`src/rtl/cmd_word_decoder.sv`:
```
module cmd_word_decoder #(
  parameter int EN_REG   = 1,
  parameter int INC_REG  = 15,
  parameter int MODE_REG = 23,
  parameter int EN_BIT   = 4
) (
  input  logic        clk,
  input  logic        rst_n,
  input  logic        ctl_wr,
  input  logic [15:0] ctl_data,
  input  logic        data_acc,
  input  logic        stat_rd,
  output logic        pend,
  output logic [15:0] acc_addr,
  output logic [5:0]  acc_code,
  output logic        reg_we,
  output logic [4:0]  reg_sel,
  output logic [7:0]  reg_val,
  output logic        dma_go,
  output logic [1:0]  dma_kind
);
  logic [7:0] cfg [32];
  logic [1:0] hi_latch;

  wire       is_regw  = ctl_data[15:14] == 2'b10;
  wire [7:0] mode_r   = cfg[MODE_REG];
  wire       dma_en   = cfg[EN_REG][EN_BIT];
  wire [1:0] kind_new = mode_r[7] ? mode_r[7:6] : 2'b00;

  always_ff @(posedge clk) begin
    if (!rst_n) begin
      for (int i = 0; i < 32; i++) cfg[i] <= '0;
      hi_latch <= '0;
      pend     <= 1'b0;
      acc_addr <= '0;
      acc_code <= '0;
      reg_we   <= 1'b0;
      reg_sel  <= '0;
      reg_val  <= '0;
      dma_go   <= 1'b0;
      dma_kind <= '0;
    end else begin
      reg_we <= 1'b0;
      dma_go <= 1'b0;
      if (ctl_wr) begin
        if (!pend) begin
          acc_addr      <= {hi_latch, ctl_data[13:0]};
          acc_code[1:0] <= ctl_data[15:14];
          if (is_regw) begin
            cfg[ctl_data[12:8]] <= ctl_data[7:0];
            reg_we  <= 1'b1;
            reg_sel <= ctl_data[12:8];
            reg_val <= ctl_data[7:0];
          end else begin
            pend <= 1'b1;
          end
        end else begin
          pend           <= 1'b0;
          acc_addr[15:14] <= ctl_data[1:0];
          hi_latch       <= ctl_data[1:0];
          acc_code[5:2]  <= ctl_data[7:4];
          if (ctl_data[7] && dma_en) begin
            dma_go   <= 1'b1;
            dma_kind <= kind_new;
          end
        end
      end else begin
        if (data_acc || stat_rd) pend <= 1'b0;
        if (data_acc) acc_addr <= acc_addr + {8'b0, cfg[INC_REG]};
      end
    end
  end
endmodule


```
`config.mk`:
```
export PLATFORM = sky130hd
export DESIGN_NAME = cmd_word_decoder
export DESIGN_NICKNAME = d
export VERILOG_FILES = /design/src/rtl/cmd_word_decoder.sv
export SDC_FILE = /design/constraint.sdc
export NUM_CORES = 1
export LEC_CHECK = 0
export BUFFER_PORTS_ARGS = -buffer_cell sky130_fd_sc_hd__buf_2
export CORE_MARGIN = 1.5
export CORE_UTILIZATION = 48
export DETAILED_ROUTE_END_ITERATION = 10
export GPL_ROUTABILITY_DRIVEN = 1
export PLACE_DENSITY = 0.75
export SETUP_SLACK_MARGIN = 0.3
export SLEW_MARGIN = 0
export SYNTH_ARGS = -nofsm -noshare
export SYNTH_HDL_FRONTEND = slang
export SYNTH_SLANG_ARGS = --single-unit
export TNS_END_PERCENT = 1
```
`constraint.sdc`:
```
create_clock -name clk -period 2.1 [get_ports clk]
set_input_delay 0.63 -clock clk [delete_from_list [all_inputs] [get_ports clk]]
set_output_delay 0.63 -clock clk [all_outputs]
set_load 0.005 [all_outputs]
```
### Yosys cells after proc, flatten, opt, wreduce, memory -nomap -nowiden

Memory sizes are Yosys's and may differ from the RTL's.
Index checks and enable logic that the tools add are counted.

| storage, ports and cells | value |
|---|---|
| bits of input ports | 21 |
| memory bits (writable) | 256 |
| ROM bits | 0 |
| bits in registers | 42 |
| memories kept | 1 |
| logic and storage cells | 46 |
| bits in latches | 0 |

| operators by class | value |
|---|---|
| div/mod/pow operators | 0 |
| bitwise logic cells | 1 |
| multiply operators | 0 |
| equal/unequal tests | 2 |
| reduce and logical (&&, ||, !) cells | 11 |
| shift-type cells | 0 |
| add/subtract/negate cells | 1 |
| order comparisons | 0 |
| mux-type cells | 19 |

Memories:

| name | words | bits a word | rd ports | clocked after memory_dff | wr ports | RTL line | text |
|---|---|---|---|---|---|---|---|
| cfg | 32 | 8 | 3 | 0 | 32 | 22 | `logic [7:0] cfg [32];` |

Operators by type and width:

| operator | count |
|---|---|
| $mux W16 | 2 |
| $add A16 B8 Y16 | 1 |
| $mux W14 | 1 |
| $mux W1 | 12 |
| $reduce_and A3 Y1 | 3 |
| $mux W8 | 1 |
| $reduce_or A8 Y1 | 1 |
| $reduce_and A2 Y1 | 3 |
| $mux W5 | 1 |
| $mux W2 | 2 |
| $reduce_bool A2 Y1 | 2 |
| $eq A2 B2 Y1 const B | 1 |
| $ne A2 B2 Y1 const B | 1 |
| $logic_and A1 B1 Y1 | 1 |
| $logic_or A1 B1 Y1 | 1 |
| $not A1 Y1 | 1 |

### Logic depth before layout (Yosys ltp)

| logic depth | value |
|---|---|
| depth in word-level cells | 8 |
| mapped depth | 7 |

### Worst setup path before layout

No wires, ideal clock.

| path | value |
|---|---|
| kind | in2reg |
| start point | input ctl_wr |
| end point | memory cfg[15][0] (enable) |
| arrival | 1903 ps |
| data required time | 1766 ps |
| cell stages on the path | 7 |
| setup time | 334 ps |
| path slack | -138 ps |
| cells stage by stage | buf_4 nor2b_4 buf_6 and2_4 nand3_4 nor4b_4 nand2b_1 |

RTL lines:

| item | RTL line | text |
|---|---|---|
| start, declared | 9 | `input logic ctl_wr,` |
| end, declared | 22 |  |

==> summary.md <==
| Metric | Value |
|---|---|
| Status | `complete, no violations` |
| Dpl hpwl | `4850 um` |
| Vias | `between 2,000 and 2,500` |
| Critical path, cell by cell | `ha_2, fa_2, a21o_1, a221oi_2, buf_4, o21ai_2, a21o_1, a31oi_1` |
| Ys flop type | `dfxtp_1` |
| Final WL | `a little under 7000 um` |
| Fmax | `between 0.4 and 0.5 GHz` |
| CTS H-tree depth | `2` |
| Crit path DAT | `~2.3 ns` |
| Main area contributors after synthesis | `dfxtp_1, edfxtp_1, nand2_1` |
| Antenna fix cells | `0` |
| Metal2 WL | `around 3200 um` |
| Synth unique cells | `49` |
| Pre-CTS setup slack | `-0.02192 ns` |
| Leak | `between 0.001 and 0.0015 uW` |
| Post-Syn Nets | `~330` |
| EDFF count, synth | `11` |
| Fillers | `433` |
| DR pass1 iterations | `5` |
| Met3 wire len | `457 um` |
| Iteration-0 DRC Markers | `~220` |
| Port-buffer cells | `60` |
| Reg2reg end | `acc_addr[14]$_SDFFE_PN0P_` |
| R2R Path Start | `cfg[15][0]$_SDFFCE_PN0P_` |
| Later-pin clock latency in the skew report | `a little over 0.3 ns` |
| Syn_area_per_cell | `roughly 8.9 sq um` |
| Die ar. | `between 5000 and 6000 sq um` |
| Initial antenna violation count | `0` |
| R2R setup slack | `~0.025 ns` |
| RSZ-0062 raised after global routing | `true` |
| Top layer in use | `met4` |
| Total CTS buffers | `5` |
| Required @ worst endpoint | `between 2 and 2.5 ns` |
| Clock sink total | `53` |
| Tot Pwr | `about 2300 uW` |
| Final period demand of the worst path | `about 2.1 ns` |
| Ys async rst share | `0%` |
| CP endpoint | `acc_addr[14]$_SDFFE_PN0P_` |
| Commonest cells after routing, fill and taps aside | `buf_2, nand2_1, dfxtp_1` |
| Post-synth top area cell | `dfxtp_1` |
| Sequential share of the synthesized area | `44.64%` |
| Root buf cell | `clkbuf_8` |
| Vias in the first global route | `~2,300` |
| Final Hold Vio Count | `0` |
| Final worst-path setup slack | `0.02476 ns` |
| Share of cells above drive strength 1 | `29.11%` |
| Avg WL per Cell | `between 15 and 20 um` |
| FF+latch area | `around 1200 sq um` |
| Worst path slowest cell | `edfxtp_1` |
| DRC | `0` |
| Global-route wire length before repair | `between 10,000 and 15,000 um` |
| Hold_buf cts | `0` |
| Final slew viol count | `0` |
| Synth Warn # | `0` |
| Tightest Pin Transition | `about 0.49 ns` |
| Max Cap Viol | `0` |
| Num rows | `26` |
| Min-delay worst type | `reg -> reg` |
| Starting Density | `a little over 50%` |
| Max transition margin | `roughly 67%` |
| Worst Setup SP | `cfg[15][0]$_SDFFCE_PN0P_` |
| Final net count | `400` |
| GRT Total Usage | `23.41%` |
| Chip height | `slightly below 80 um` |
| Largest fanout on the critical path | `5` |
| Skew final | `between 0.006 and 0.007 ns` |
| Post-Syn Area | `roughly 2600 sq um` |
| Clk slew on worst S/H paths | `roughly 0.09 ns` |
| WS Path Type | `reg -> reg` |
| Synth top area share | `about a third` |
| Die width | `76.94 um` |
| Area occupied by multi-input gates | `1420 sq um` |
| Max Root-Sink Buffers | `2` |
| Setup crit start kind | `flip-flop` |
| Tcrit/Tclk final | `98.82%` |
| CP Capture Type | `flip-flop` |
| Pwr/cell area | `slightly below 700 nW/um^2` |
| CTS tree | `yes` |
| Commonest non-fill, non-tap cell in the layout | `buf_2` |
| Worst path max stage delay | `about 0.4 ns` |
| # IOs | `between 60 and 70` |
| Core Region | `about 5200 sq um` |
| Yosys reg bits | `53` |
| Area Overhead vs Synth | `24.94%` |
| Worst vdd ir | `0.0003270 V` |
| Final setup violation count | `0` |
| Cells after Synth | `between 200 and 300` |
| Largest net degree at the start of global routing | `25` |
| R2R cell count | `8` |
| Vias/cell | `~5.6` |
| M1 WL | `slightly above 3000 um` |
| Total gr overflow | `0` |
| CP dominant cell by count | `a21o_1` |
| Detail Route Antenna Nets | `0` |
| Placer Congestion | `between 0.8 and 0.9` |
-- logic make-up (layout without fill, tap and decap cells) --
| group | after synthesis | after routing | share of synthesized area, % |
|---|---|---|---|
| buffers and inverters | 22 | 97 | 3.624 |
| multiplexers | 13 | 13 | 5.055 |
| AO/OA/AOI/OAI | 83 | 83 | 19.41 |
| AND/OR/NAND/NOR | 109 | 109 | 20.36 |
| XOR/XNOR | 7 | 7 | 2.337 |
| adder cells (fa/ha/maj) | 9 | 9 | 4.578 |
| flip-flops | 53 | 53 | 44.64 |
-- worst max-delay path, delay by kind of cell (launching register included) --
| family | cells | cell delay (ns) |
|---|---|---|
| compound gates | 5 | 0.87 |
| fa+ha+maj | 2 | 0.57 |
| buf+inv | 1 | 0.17 |
| flops | 1 | 0.39 |
-- report_power, final --
group / total (uW) / internal, uW / switching (uW)
Combinational: 422 / 188 / 234
Clock: 697 / 358 / 339
Sequential: 1130 / 1090 / 46.2
Total: 2250 / 1630 / 619
-- through the flow --
stage	area [sq um]	setup TNS [ns]	hold slack [ns]	cells	util [%]
finish	3278	0	0.4567	441	63.38
CTS	3228	0	0.4571	441	62.41
global placement	3097	0	0.4407	431	59.87
global route	3278	-0.01852	0.4822	441	63.38
floorplan	2639	-0.05014	0.4338	296	-
detailed placement	3097	-0.02192	0.4433	431	59.87
-- final cells by class --
class | count | share of cell area (%)
inverters | 8 | 0.9160
repair buffers | 81 | 13.97
clock buffers | 6 | 2.214
flip-flops and latches | 53 | 35.73
clock inverters | 2 | 1.183
multi-input cells | 221 | 43.32
well taps | 70 | 2.672
-- per-layer routing --
layer,up-vias,global-route usage [%]
li1,1205,-
met2,112,36.46
met3,19,3.929
met5,-,0
met4,0,10.19
met1,1134,31.89
-- synthesized netlist by cell type, types with 2 or more instances --
cell type	count
nand2_1	52
dfxtp_1	42
a21oi_1	35
nor2_1	17
edfxtp_1	11
mux2i_1	11
o21ai_0	11
and2_1	10
clkbuf_1	10
nand3_1	10
ha_1	8
a31oi_1	7
inv_1	6
o211ai_1	6
a21o_1	5
o22ai_1	5
nor3_1	4
xnor2_1	4
a211oi_1	3
and3_1	3
nand2b_1	3
xor2_1	3
a22oi_1	2
mux2_2	2
nand4_1	2
-- worst min-delay path by stage --
stage                             startpoint                       end  slack [ns]  depth (start not counted)
detailed placement   reg_val[1]$_SDFFE_PN0P_   reg_val[1]$_SDFFE_PN0P_        0.44                          2
finish               reg_val[1]$_SDFFE_PN0P_   reg_val[1]$_SDFFE_PN0P_        0.46                          2
floorplan           hi_latch[0]$_SDFFE_PN0P_  hi_latch[0]$_SDFFE_PN0P_        0.43                          2
global placement    hi_latch[1]$_SDFFE_PN0P_  hi_latch[1]$_SDFFE_PN0P_        0.44                          2
global route         reg_sel[4]$_SDFFE_PN0P_   reg_sel[4]$_SDFFE_PN0P_        0.48                          2
CTS                  reg_val[1]$_SDFFE_PN0P_   reg_val[1]$_SDFFE_PN0P_        0.46                          2
-- repair_timing --
item,CTS,global route
endpoints found under the hold margin,0,0
setup buffers,2,0
endpoints found under the setup margin,11,22
resized for setup,2,13
pin swaps,1,3
-- sequential cells by signal (all words and copies together) (netlist names), 2 cells and up --
| name | flops |
|---|---|
| cfg | 11 |
| reg_val | 8 |
| dma_kind | 2 |
| acc_addr | 16 |
| reg_sel | 5 |
| hi_latch | 2 |
| acc_code | 6 |
(Power assumes the default switching activity.)
